===== src/rtl/sup_pkg.sv =====
// Shared types for the reset supervisor.
// Assumes: nothing beyond IEEE 1800-2017.
package sup_pkg;
    // Sequencer phases; the output is high only in SQ_RUN and SQ_TRN_HI.
    typedef enum logic [2:0] {
        SQ_HOLD   = 3'd0,
        SQ_POR    = 3'd1,
        SQ_RUN    = 3'd2,
        SQ_TRN_LO = 3'd3,
        SQ_TRN_HI = 3'd4
    } sq_state_t;
endpackage


===== src/rtl/wd_edge_sync.sv =====
// Synchronizes the asynchronous watchdog strobe through two flops and
// flags one-cycle high-to-low transitions of the synchronized value.
// Assumes: the strobe holds each level for at least two clock cycles.
// The flops reset to 1, as an undriven pin would read through a pull-up.
module wd_edge_sync #(
    parameter int SYNC_STAGES = 2
) (
    input  logic clk,
    input  logic rst_n,
    input  logic wd_async,
    output logic wd_fall
);
    localparam int LAST = SYNC_STAGES - 1;

    logic [SYNC_STAGES-1:0] sync_q;
    logic                   prev_q;

    // Shift the strobe through the synchronizer chain.
    always_ff @(posedge clk) begin
        if (!rst_n) sync_q <= '1;
        else        sync_q <= {sync_q[SYNC_STAGES-2:0], wd_async};
    end

    // Remember the last synchronized level for edge detection.
    always_ff @(posedge clk) begin
        if (!rst_n) prev_q <= 1'b1;
        else        prev_q <= sync_q[LAST];
    end

    assign wd_fall = prev_q & ~sync_q[LAST];

    // a detected edge is preceded by a high synchronized level
    a_r4_edge_from_high: assert property (@(posedge clk) disable iff (!rst_n)
        wd_fall |-> $past(sync_q[LAST]));
endmodule


===== src/rtl/supply_hyst.sv =====
// Latches a supply-good verdict from two comparator flags with hysteresis:
// the low flag forces "bad", the high flag (alone) restores "good".
// Assumes: the two flags are not both set for long; low wins if they are.
module supply_hyst (
    input  logic clk,
    input  logic rst_n,
    input  logic below_lo,
    input  logic above_hi,
    output logic sup_ok
);
    // Update the latched verdict; hold it between thresholds.
    always_ff @(posedge clk) begin
        if (!rst_n)                              sup_ok <= 1'b0;
        else if (below_lo)                       sup_ok <= 1'b0;
        else if (!sup_ok && above_hi)            sup_ok <= 1'b1;
    end

    // good stays good until the low flag
    a_r2_hold_good: assert property (@(posedge clk) disable iff (!rst_n)
        (sup_ok && !below_lo) |=> sup_ok);
    // bad stays bad until the high flag
    a_r2_hold_bad: assert property (@(posedge clk) disable iff (!rst_n)
        (!sup_ok && !above_hi) |=> !sup_ok);
endmodule


===== src/rtl/sup_sequencer.sv =====
// Phase sequencer and shared delay counter: power-on hold, watchdog window
// and square-wave reset train, all timed by one programmed tick count.
// Assumes: dly_ticks is stable while a phase is timed; 0 behaves as 1.
module sup_sequencer
    import sup_pkg::*;
#(
    parameter int CNT_W = 16
) (
    input  logic             clk,
    input  logic             rst_n,
    input  logic             tick,
    input  logic [CNT_W-1:0] dly_ticks,
    input  logic             sup_ok,
    input  logic             wd_fall,
    output logic             rst_out_n
);
    localparam int EXT_W = CNT_W + 1;

    sq_state_t        state_q, state_d;
    logic [CNT_W-1:0] cnt_q, cnt_d;
    logic             expire;

    // A phase ends on the tick that completes dly_ticks counts.
    assign expire = tick && ((EXT_W'(cnt_q) + EXT_W'(1)) >= EXT_W'(dly_ticks));

    // Next-phase choice; supply loss beats everything, service beats expiry.
    always_comb begin
        state_d = state_q;
        cnt_d   = cnt_q;
        if (!sup_ok) begin
            state_d = SQ_HOLD;
            cnt_d   = '0;
        end else begin
            unique case (state_q)
                SQ_HOLD: begin
                    state_d = SQ_POR;
                    cnt_d   = '0;
                end
                SQ_POR: begin
                    if (expire)    begin state_d = SQ_RUN; cnt_d = '0; end
                    else if (tick) cnt_d = cnt_q + 1'b1;
                end
                SQ_RUN, SQ_TRN_LO, SQ_TRN_HI: begin
                    if (wd_fall) begin
                        state_d = SQ_RUN;
                        cnt_d   = '0;
                    end else if (expire) begin
                        state_d = (state_q == SQ_TRN_LO) ? SQ_TRN_HI : SQ_TRN_LO;
                        cnt_d   = '0;
                    end else if (tick) begin
                        cnt_d = cnt_q + 1'b1;
                    end
                end
                default: begin
                    state_d = SQ_HOLD;
                    cnt_d   = '0;
                end
            endcase
        end
    end

    // Register phase and counter.
    always_ff @(posedge clk) begin
        if (!rst_n) begin
            state_q <= SQ_HOLD;
            cnt_q   <= '0;
        end else begin
            state_q <= state_d;
            cnt_q   <= cnt_d;
        end
    end

    // Output is released only in the service window and the train's high half.
    assign rst_out_n = (state_q == SQ_RUN) || (state_q == SQ_TRN_HI);

    // a bad supply verdict pulls the output low on the next edge
    a_r1_low_supply: assert property (@(posedge clk) disable iff (!rst_n)
        !sup_ok |=> !rst_out_n);
    // without a tick the power-on hold cannot end
    a_r10_no_tick_no_exit: assert property (@(posedge clk) disable iff (!rst_n)
        (state_q == SQ_POR && sup_ok && !tick) |=> (state_q == SQ_POR));
    // service edges do not shorten the power-on hold
    a_r8_por_ignores_edge: assert property (@(posedge clk) disable iff (!rst_n)
        (state_q == SQ_POR && sup_ok && wd_fall && !expire) |=> !rst_out_n);
    // service in the window restarts it
    a_r4_restart: assert property (@(posedge clk) disable iff (!rst_n)
        (state_q == SQ_RUN && sup_ok && wd_fall) |=> (rst_out_n && cnt_q == '0));
    // service during the train releases the output
    a_r7_train_exit: assert property (@(posedge clk) disable iff (!rst_n)
        ((state_q == SQ_TRN_LO || state_q == SQ_TRN_HI) && sup_ok && wd_fall) |=> rst_out_n);
    // a train half ends only on expiry, service or supply loss
    a_r6_half_held: assert property (@(posedge clk) disable iff (!rst_n)
        (state_q == SQ_TRN_LO && sup_ok && !wd_fall && !expire) |=> !rst_out_n);
endmodule


===== src/rtl/wdt_reset_supervisor.sv =====
// Top of the reset supervisor: ties the watchdog synchronizer, the supply
// hysteresis latch and the phase sequencer together.
// Assumes: comparator flags are already synchronous to clk.
module wdt_reset_supervisor #(
    parameter int CNT_W = 16
) (
    input  logic             clk,
    input  logic             rst_n,
    input  logic             tick,
    input  logic [CNT_W-1:0] dly_ticks,
    input  logic             vdd_below_lo,
    input  logic             vdd_above_hi,
    input  logic             wd_in,
    output logic             rst_out_n
);
    logic wd_fall;
    logic sup_ok;

    wd_edge_sync #(.SYNC_STAGES(2)) u_edge (
        .clk      (clk),
        .rst_n    (rst_n),
        .wd_async (wd_in),
        .wd_fall  (wd_fall)
    );

    supply_hyst u_hyst (
        .clk      (clk),
        .rst_n    (rst_n),
        .below_lo (vdd_below_lo),
        .above_hi (vdd_above_hi),
        .sup_ok   (sup_ok)
    );

    sup_sequencer #(.CNT_W(CNT_W)) u_seq (
        .clk       (clk),
        .rst_n     (rst_n),
        .tick      (tick),
        .dly_ticks (dly_ticks),
        .sup_ok    (sup_ok),
        .wd_fall   (wd_fall),
        .rst_out_n (rst_out_n)
    );

    // block reset leaves the output low on the following edge
    a_r11_block_reset: assert property (@(posedge clk)
        !rst_n |=> !rst_out_n);
endmodule


===== config.mk =====
export PLATFORM = sky130hd
export DESIGN_NAME = wdt_reset_supervisor
export DESIGN_NICKNAME = d
export VERILOG_FILES = /design/src/rtl/sup_pkg.sv /design/src/rtl/wd_edge_sync.sv /design/src/rtl/supply_hyst.sv /design/src/rtl/sup_sequencer.sv /design/src/rtl/wdt_reset_supervisor.sv
export SDC_FILE = /design/constraint.sdc
export NUM_CORES = 1
export LEC_CHECK = 0
export BUFFER_PORTS_ARGS = -buffer_cell sky130_fd_sc_hd__clkbuf_2
export CAP_MARGIN = 20
export CORE_ASPECT_RATIO = 0.8
export CORE_MARGIN = 4
export CORE_UTILIZATION = 50
export DETAILED_ROUTE_END_ITERATION = 6
export GPL_TIMING_DRIVEN = 0
export PLACE_DENSITY = 0.7
export SETUP_SLACK_MARGIN = 0.2
export SYNTH_ARGS = -nofsm -noshare
export SYNTH_HDL_FRONTEND = slang
export SYNTH_SLANG_ARGS = --single-unit

===== constraint.sdc =====
create_clock -name clk -period 8.9 [get_ports clk]
set_clock_uncertainty 0.2 [all_clocks]
set_input_delay 0.445 -clock clk [delete_from_list [all_inputs] [get_ports clk]]
set_output_delay 0.445 -clock clk [all_outputs]
set_load 0.03 [all_outputs]

Word-level counts from Yosys, hierarchy flattened
Cells that the tools add are included.

word-level totals
  register bits = 23
  output and inout bits = 1
  logic and storage cells = 35

operators by class
  $add $sub $neg = 2
  magnitude comparators = 1
  eq/ne operators = 6
  muxes and demuxes = 9
  bitwise gates (word level) = 3
  reduce and logical (&&, ||, !) cells = 9

operators with widths
  operator               number
  $mux 16                3
  $pmux 16 s2            1
  $add 16x1->17 const B  1
  $ge 17x16->1           1
  $add 16x1->16 const B  1
  $mux 3                 4
  $pmux 3 s3             1
  $eq 3x2->1 const B     2
  $reduce_and 2->1       2
  $eq 3x1->1 const B     1
  $eq 3x3->1 const B     1
  $logic_not 3->1        1
  $ne 3x2->1 const B     1
  $reduce_or 3->1        1
  $logic_and 1x1->1      2
  $ne 2x1->1 const B     1
  $not 1->1              2
  $reduce_or 2->1        1
  $and 1x1->1            1
  $logic_not 1->1        1
  $logic_or 1x1->1       1

Logic depth before layout (Yosys ltp)
Gate-level depths: netlist (run 1).

  word-level depth = 6
  gate-level depth with buffers = 15
  depth with buffers taken out = 12

Cells and area by module
From an unflattened synthesis (run 1), not the netlist that was laid out.

second synthesis, totals
  cell total of the unflattened synthesis = 207
  area, all modules = 1676.6 µm²

modules (own cells, without submodules)
  module         times used  cells an instance  area each (µm²)  seq. area each (µm²)
  sup_sequencer  1           197                1555.2           380.4
  wd_edge_sync   1           7                  85.1             60.1
  supply_hyst    1           3                  36.3             20.0

Worst setup path after synthesis (run 1)
OpenSTA, ideal clock, no wires.

  kind = reg-to-reg
  from = register u_seq.cnt_q[0]
  to = register u_seq.cnt_q[0]
  library setup time = 136 ps
  arrival time = 3139 ps
  data required time = 8564 ps
  setup slack = 5425 ps
  cell stages (with the launch flop) = 16
  period minus slack after synthesis = 3475 ps
  cells stage by stage = dfxtp_1 -> ha_1 -> and3_1 -> clkbuf_1 -> and3_1 -> clkbuf_1 -> nand4_1 -> xnor2_1 -> ha_1 -> nand3_1 -> or3_4 -> a2111oi_4 -> o31ai_4 -> nand2_4 -> buf_8 -> nor3_2

between the ends
  word-level cells in the longest chain between the ends = 6

ends and longest elaborated chain
  element                   line                 text
  start: declaration        sup_sequencer.sv:20  logic [CNT_W-1:0] cnt_q, cnt_d;
  start signal: assignment  sup_sequencer.sv:69  cnt_q <= cnt_d;
  $add 16x1->17             sup_sequencer.sv:24  assign expire = tick && ((EXT_W'(cnt_q) + EXT_W'(1)) >= EXT_W'(dly_ticks));
  $ge 17x16->1              sup_sequencer.sv:24
  $logic_and 1x1->1         sup_sequencer.sv:24
  $mux 16 *                 sup_sequencer.sv:47  end else if (expire) begin
  $mux 16                   sup_sequencer.sv:44  if (wd_fall) begin
  $pmux 16 s2 *             sup_sequencer.sv:34  unique case (state_q)

Every way passes the cells marked *; elsewhere a longest branch is shown, timed or not.
A chain may end at the register's enable or synchronous reset.

Final worst setup path (run 1)
  from = register u_seq.cnt_q[0]
  to = register u_seq.cnt_q[1]

Same word-level chain as after synthesis.

==> flow_summary.toml, run 1 <==
[run_status]
outcome = "complete, no violations"

[placed_design]
place_congestion = 0.824
portBuffers = 22
hpwl_mm = 2.66

[synth]
synth_warnings = 0
synthDominantCellAreaShare_pct = 25.6
ys_seq_elements = 23
synth_cells = 209
ys_seq_area_share_pct = 25.6
synth.distinct_cells = 42
syn_nets = 248
synth.cell_area_mm2 = 0.00180
synth_top_cell_by_area = "dfxtp_1"
synth_edf_count = 0
synth_area_leaders = "dfxtp_1 26%, ha_1 12%, xor2_1 8.3%, xnor2_1 6.8%, nor3_2 5.0%"
synth_ff_type = "dfxtp_1"
syn_area_per_cell_um2 = 8.59
synthArstFlopShare_pct = 0

[drt]
drt_iter0_markers = 59
antenna_left = 0
firstDrtPassIters = 4
drc = 0
vias_per_cell = 5.19
wl_mm = 3.39
wl_per_cell_um = 12.2
vias = 1437

[floorplan]
fp.coreArea_mm2 = 0.00345
die_width_um = 75.0
die_y_um = 61.6
dieArea_mm2 = 0.00462
start_util_pct = 52.1
ios = 23
placement_rows = 19

[worst_hold_path]
hold_end = "u_hyst.sup_ok"
hold_path.class = "input port to flop"
hold_depth = 2
min_from = "vdd_below_lo"

[clocking]
clk_path_buf_depth = 2
numCtsBuffers = 3
htreeDepth = 1
root_buffer = "clkbuf_8"
cts_hold_buf = 0
cts.sinks = 23
cts_tree = "yes"
cts-resized-gates = 0
cts_setup_buffers = 0
cts.clk_slew.worst_paths_ns = 0.08
clkLatencyLatePin_ns = 0.27

[global_routing]
grt_pass1_wl_mm = 5.95
grt_pass1_vias = 1341
top_usage_layer = "met2"
overflow = 0
gr-usage-met2_pct = 27.5
use_met1_pct = 22.7
grt_util_met3_pct = 3.92
grt_max_degree = 13
antenna_found_initial = 0
grt_usage_pct = 16.8

[pwr]
powerDensity_mw_per_mm2 = 93.4
ir_worst_vdd_v = 0.0000956
p_leak_nw = 0.889

[worst_setup_path]
endpoint_kind = "flop"
critical-path-max-stage-delay_ns = 0.46
start_kind = "flop"
cpMaxStageDelayCell = "or3_4"
ff2ff_path_depth = 15
crit_path_max_fanout = 10
r2r-start = "u_seq.cnt_q[0]"
reg2reg_to = "u_seq.cnt_q[1]"
crit_type = "flop to flop"
cp.required_ns = 8.83
worst-r2r-setup-slack_ns = 4.96
arrival_ns = 3.87
cp_cell_sequence = "ha_1, and3_1, clkbuf_1, and3_1, clkbuf_1, nand4_1, xnor2_1, ha_1, nand3_1, or3_4, a2111oi_4, o31ai_4, nand2_4, buf_8, nor3_2"

[finish]
area_growth_pct = 11.6
drive_above_1_share_pct = 19.6
insertedDiodeCount = 0
final_nets = 275

[sta]
setup_viol = 0
hold_viol = 0
fin_crit_sh_pct = 44.3
max-slew-margin-rel_pct = 54.7
layout_min_cycle_time_ns = 3.94
holdWs_ns = 0.133
fin_setup_tns_ns = 0
clock.fmax_mhz = 254
grt_setup_unrepaired = "false"
worst_slew_pin_slew_ns = 0.680
slew_violations = 0

[job]
cap_violations = 0
-- worst max-delay path, delay by kind of cell (launching register included) --
kind | cells | cell delay [ns]
AND/OR/NAND/NOR | 7 | 1.29
buffers and inverters | 3 | 0.68
AO/OA/AOI/OAI | 2 | 0.57
adder cells (fa/ha/maj) | 2 | 0.51
flip-flops | 1 | 0.40
XOR/XNOR | 1 | 0.16
-- registers in the layout, summed over array words and instances (netlist names) --
register       flops
u_edge.sync_q      2
u_edge.prev_q      1
u_hyst.sup_ok      1
u_seq.cnt_q       16
u_seq.state_q      3
-- cell type report --
cell class                 count  area [µm²]
fill                         338        1440
multi-input combinational    156        1200
sequential                    23         460
timing repair buffer          22         110
buffer                        13        75.1
inverter                      17        63.8
tap                           42        52.6
clock buffer                   4        45.0
-- cell usage after synthesis, types with 2 or more instances --
cell type / count
a21oi_1: 8
and3_1: 6
and4_1: 2
buf_6: 2
clkbuf_1: 10
dfxtp_1: 23
ha_1: 17
inv_1: 17
nand2_1: 16
nand2b_1: 3
nand3_1: 12
nand4_1: 4
nor2_1: 14
nor2b_1: 2
nor3_1: 7
nor3_2: 9
o21ai_0: 3
xnor2_1: 14
xor2_1: 17
-- kinds of logic (layout without fill, tap and decap cells) --
| family | count (synthesis) | after routing | share of synthesized area (%) |
|---|---|---|---|
| adder cells (fa/ha/maj) | 18 | 18 | 12.4 |
| XOR/XNOR | 31 | 31 | 15.1 |
| flip-flops | 23 | 23 | 25.6 |
| AO/OA/AOI/OAI | 22 | 22 | 10.2 |
| buffers and inverters | 30 | 56 | 7.74 |
| multiplexers | 1 | 1 | 0.558 |
| AND/OR/NAND/NOR | 84 | 84 | 28.4 |
-- placed cells by master (no fill, tap or decap), drive strengths merged, types with 3 or more instances in the layout --
cell     n
nand2   17
and3     6
a21oi    8
xnor2   14
ha      17
nor3    17
nand4    5
and4     3
buf      3
xor2    17
o21ai    3
nor2    14
inv     17
nand2b   3
nand3   12
clkbuf  36
dfxtp   23
-- through the flow --
stage	std cells	power [mW]	utilization, %	setup slack, ns	cell area [µm²]
after floorplan	209	0.117	-	5.43	1800
after global placement	273	0.124	56.8	4.95	1960
after detailed placement	273	0.125	56.8	4.95	1960
after CTS	277	0.189	58.1	4.93	2000
after global routing	277	0.196	58.1	4.67	2000
final	277	0.187	58.1	4.96	2000
-- metal layers --
| layer | wire (µm) | up-vias | share of wire, % |
|---|---|---|---|
| met5 | 0 | - | 0 |
| met2 | 1490 | 25 | 44 |
| li1 | - | 762 | - |
| met3 | 147 | 5 | 4.3 |
| met4 | 28 | 0 | 0.83 |
| met1 | 1720 | 645 | 51 |
-- worst max-delay path by stage --
stage | to | depth (start not counted) | slack [ns] | start
3_3_place_gp | u_seq.cnt_q[10] | 15 | 4.95 | u_seq.cnt_q[0]
3_5_place_dp | u_seq.cnt_q[11] | 15 | 4.95 | u_seq.cnt_q[0]
6_report | u_seq.cnt_q[1] | 15 | 4.96 | u_seq.cnt_q[0]
4_1_cts | u_seq.cnt_q[1] | 15 | 4.93 | u_seq.cnt_q[0]
5_1_grt | u_seq.cnt_q[0] | 15 | 4.67 | u_seq.cnt_q[0]
2_1_floorplan | u_seq.cnt_q[0] | 15 | 5.43 | u_seq.cnt_q[0]
-- where the power goes --
group	leakage (nW)	internal [mW]	switching, mW
registers	0.186	0.104	0.000458
clock network	0.0228	0.0320	0.0330
logic	0.680	0.00778	0.0101
(Power assumes the default switching activity.)
==> inputs of run 2 (changes only) <==
--- a/config.mk
+++ b/config.mk
@@ -12,7 +12,7 @@
 export CORE_UTILIZATION = 50
 export DETAILED_ROUTE_END_ITERATION = 6
 export GPL_TIMING_DRIVEN = 0
-export PLACE_DENSITY = 0.7
+export PLACE_DENSITY = 0.73
 export SETUP_SLACK_MARGIN = 0.2
 export SYNTH_ARGS = -nofsm -noshare
 export SYNTH_HDL_FRONTEND = slang
==> constraint.sdc (replaced) <==
create_clock -name clk -period 3.5 [get_ports clk]
set_clock_uncertainty 0.2 [all_clocks]
set_input_delay 0.175 -clock clk [delete_from_list [all_inputs] [get_ports clk]]
set_output_delay 0.175 -clock clk [all_outputs]
set_load 0.03 [all_outputs]
==> flow_summary.toml, run 2 (synthesis gave the netlist of run 1 again) <==
[finish]
final_cell_mix = "24 x clkbuf_2, 20 x dfxtp_1, 17 x xor2_1, 17 x inv_1"
final_common_cell = "clkbuf_2"
top_regs = "u_seq.cnt_q: 16 flops, u_seq.state_q: 3 flops, u_edge.sync_q: 2 flops"
final_nets = 291
top_register = "u_seq.cnt_q"
n_fill_cell = 277
postLayoutCellArea_mm2 = 0.00235
largest_register_ffs = 16
area_growth_pct = 30.7
drive_above_1_share_pct = 31.9
insertedDiodeCount = 0

[worst_setup_path]
critical-path-max-stage-delay_ns = 0.39
endpoint_kind = "flop"
cpMaxStageDelayCell = "or3_4"
arrival_ns = 3.23
crit_type = "flop to flop"
start_kind = "flop"
crit_path_max_fanout = 6
cp.required_ns = 3.44
cp_cell_sequence = "ha_4, and3_4, buf_8, and3_4, buf_8, nand4_1, xnor2_1, ha_1, nand3_2, or3_4, a2111oi_4, o31ai_4, nand2_4, buf_6, buf_6, nor3_2"

[pwr]
powerDensity_mw_per_mm2 = 213
ir_worst_vdd_v = 0.000270
p_total_mw = 0.501
p_leak_nw = 1.06

[sta]
grt_setup_unrepaired = "true"
fin_crit_sh_pct = 94.0
clock.fmax_mhz = 304
setup_viol = 0
slew_violations = 0
hold_viol = 0
worst_slew_pin_slew_ns = 0.783
layout_min_cycle_time_ns = 3.29
max-slew-margin-rel_pct = 47.8
final.setup.worst_slack_ns = 0.211
fin_setup_tns_ns = 0

[run_status]
outcome = "complete, no violations"

[drt]
drc = 0
wl_per_cell_um = 13.2
antenna_left = 0
vias = 1521
wl_mm = 3.88
drt_iter0_markers = 44
vias_per_cell = 5.19
firstDrtPassIters = 4

[clocking]
root_buffer = "clkbuf_8"
cts.clk_slew.worst_paths_ns = 0.09
clkLatencyLatePin_ns = 0.27
numCtsBuffers = 3
htreeDepth = 1
cts_tree = "yes"
clk_path_buf_depth = 2
cts.sinks = 23

[floorplan]
start_util_pct = 52.1
fp.coreArea_mm2 = 0.00345
die_width_um = 75.0
dieArea_mm2 = 0.00462
placement_rows = 19
die_y_um = 61.6
ios = 23

[global_routing]
grt_pass1_vias = 1436
grt_max_degree = 15
grt_pass1_wl_mm = 6.44
overflow = 0
grt_usage_pct = 18.3
antenna_found_initial = 0

[placed_design]
portBuffers = 22
place_congestion = 0.773
post-place-ws_ns = -0.184
place_area_mm2 = 0.00196
hpwl_mm = 2.72

[worst_hold_path]
hold_path.class = "input port to flop"

[job]
cap_violations = 0
-- run 2: cell types whose count changed in the layout (fill, tap and decap cells not counted), sizes merged --
cell,previous run,this run
buf,3,17
dlygate4sd3,0,5
clkbuf,36,32
clkinvlp,0,1
-- run 2: layout make-up --
cell class / instances / area (µm²) / share of cell area, %
multi-input cells: 156 / 1310 / 55.9
flip-flops and latches: 23 / 472 / 20.1
repair buffers: 38 / 290 / 12.4
plain buffers: 13 / 106 / 4.53
inverters: 17 / 63.8 / 2.72
well taps: 42 / 52.6 / 2.24
clock buffers: 3 / 41.3 / 1.76
clock inverters: 1 / 7.51 / 0.320
-- run 2: worst paths after layout --
path	startpoint	endpoint	slack, ns	cells past startpoint
worst max-delay path	u_seq.cnt_q[0]	u_seq.cnt_q[6]	0.21	16
worst min-delay path	tick	u_seq.state_q[0]	0.19	4
worst max register to register	u_seq.cnt_q[0]	u_seq.cnt_q[6]	0.21	16
worst min register to register	u_edge.sync_q[0]	u_edge.sync_q[1]	0.23	1
-- run 2: per-stage QoR --
stage	std cells	utilization [%]	hold WS, ns
after CTS	291	64.5	0.184
final	293	68.1	0.192
after global routing	293	68.1	0.203
after floorplan	209	-	0.0480
after detailed placement	273	56.9	0.147
after global placement	273	56.9	0.138
-- run 2: power breakdown --
part,leakage [nW],internal [mW],switching [mW]
combinational,0.854,0.0314,0.0314
clock,0.0217,0.0807,0.0943
sequential,0.188,0.261,0.00134
total,1.06,0.374,0.127
-- run 2: critical path: cells and delay by family (launching register included) --
kind	cells	cell delay [ns]
flops	1	0.38
buf+inv	4	0.43
compound gates	2	0.47
simple gates	7	1.08
xor+xnor	1	0.16
fa+ha+maj	2	0.44
-- run 2: metal layers --
metal / global-route usage (%) / vias up / part of all wire [%]
li1: - / 800 / -
met1: 23.7 / 694 / 46
met3: 3.59 / 4 / 3.4
met5: 0 / - / 0
met4: 3.05 / 0 / 0.39
met2: 32.1 / 23 / 50
-- run 2: what timing repair did --
action,4_1_cts,5_1_grt
setup endpoints to repair,19,19
gates cloned,1,0
hold buffers,5,0
pin swaps,9,17
setup buffers,8,2
endpoints found under the hold margin,4,0
resized for setup,20,23
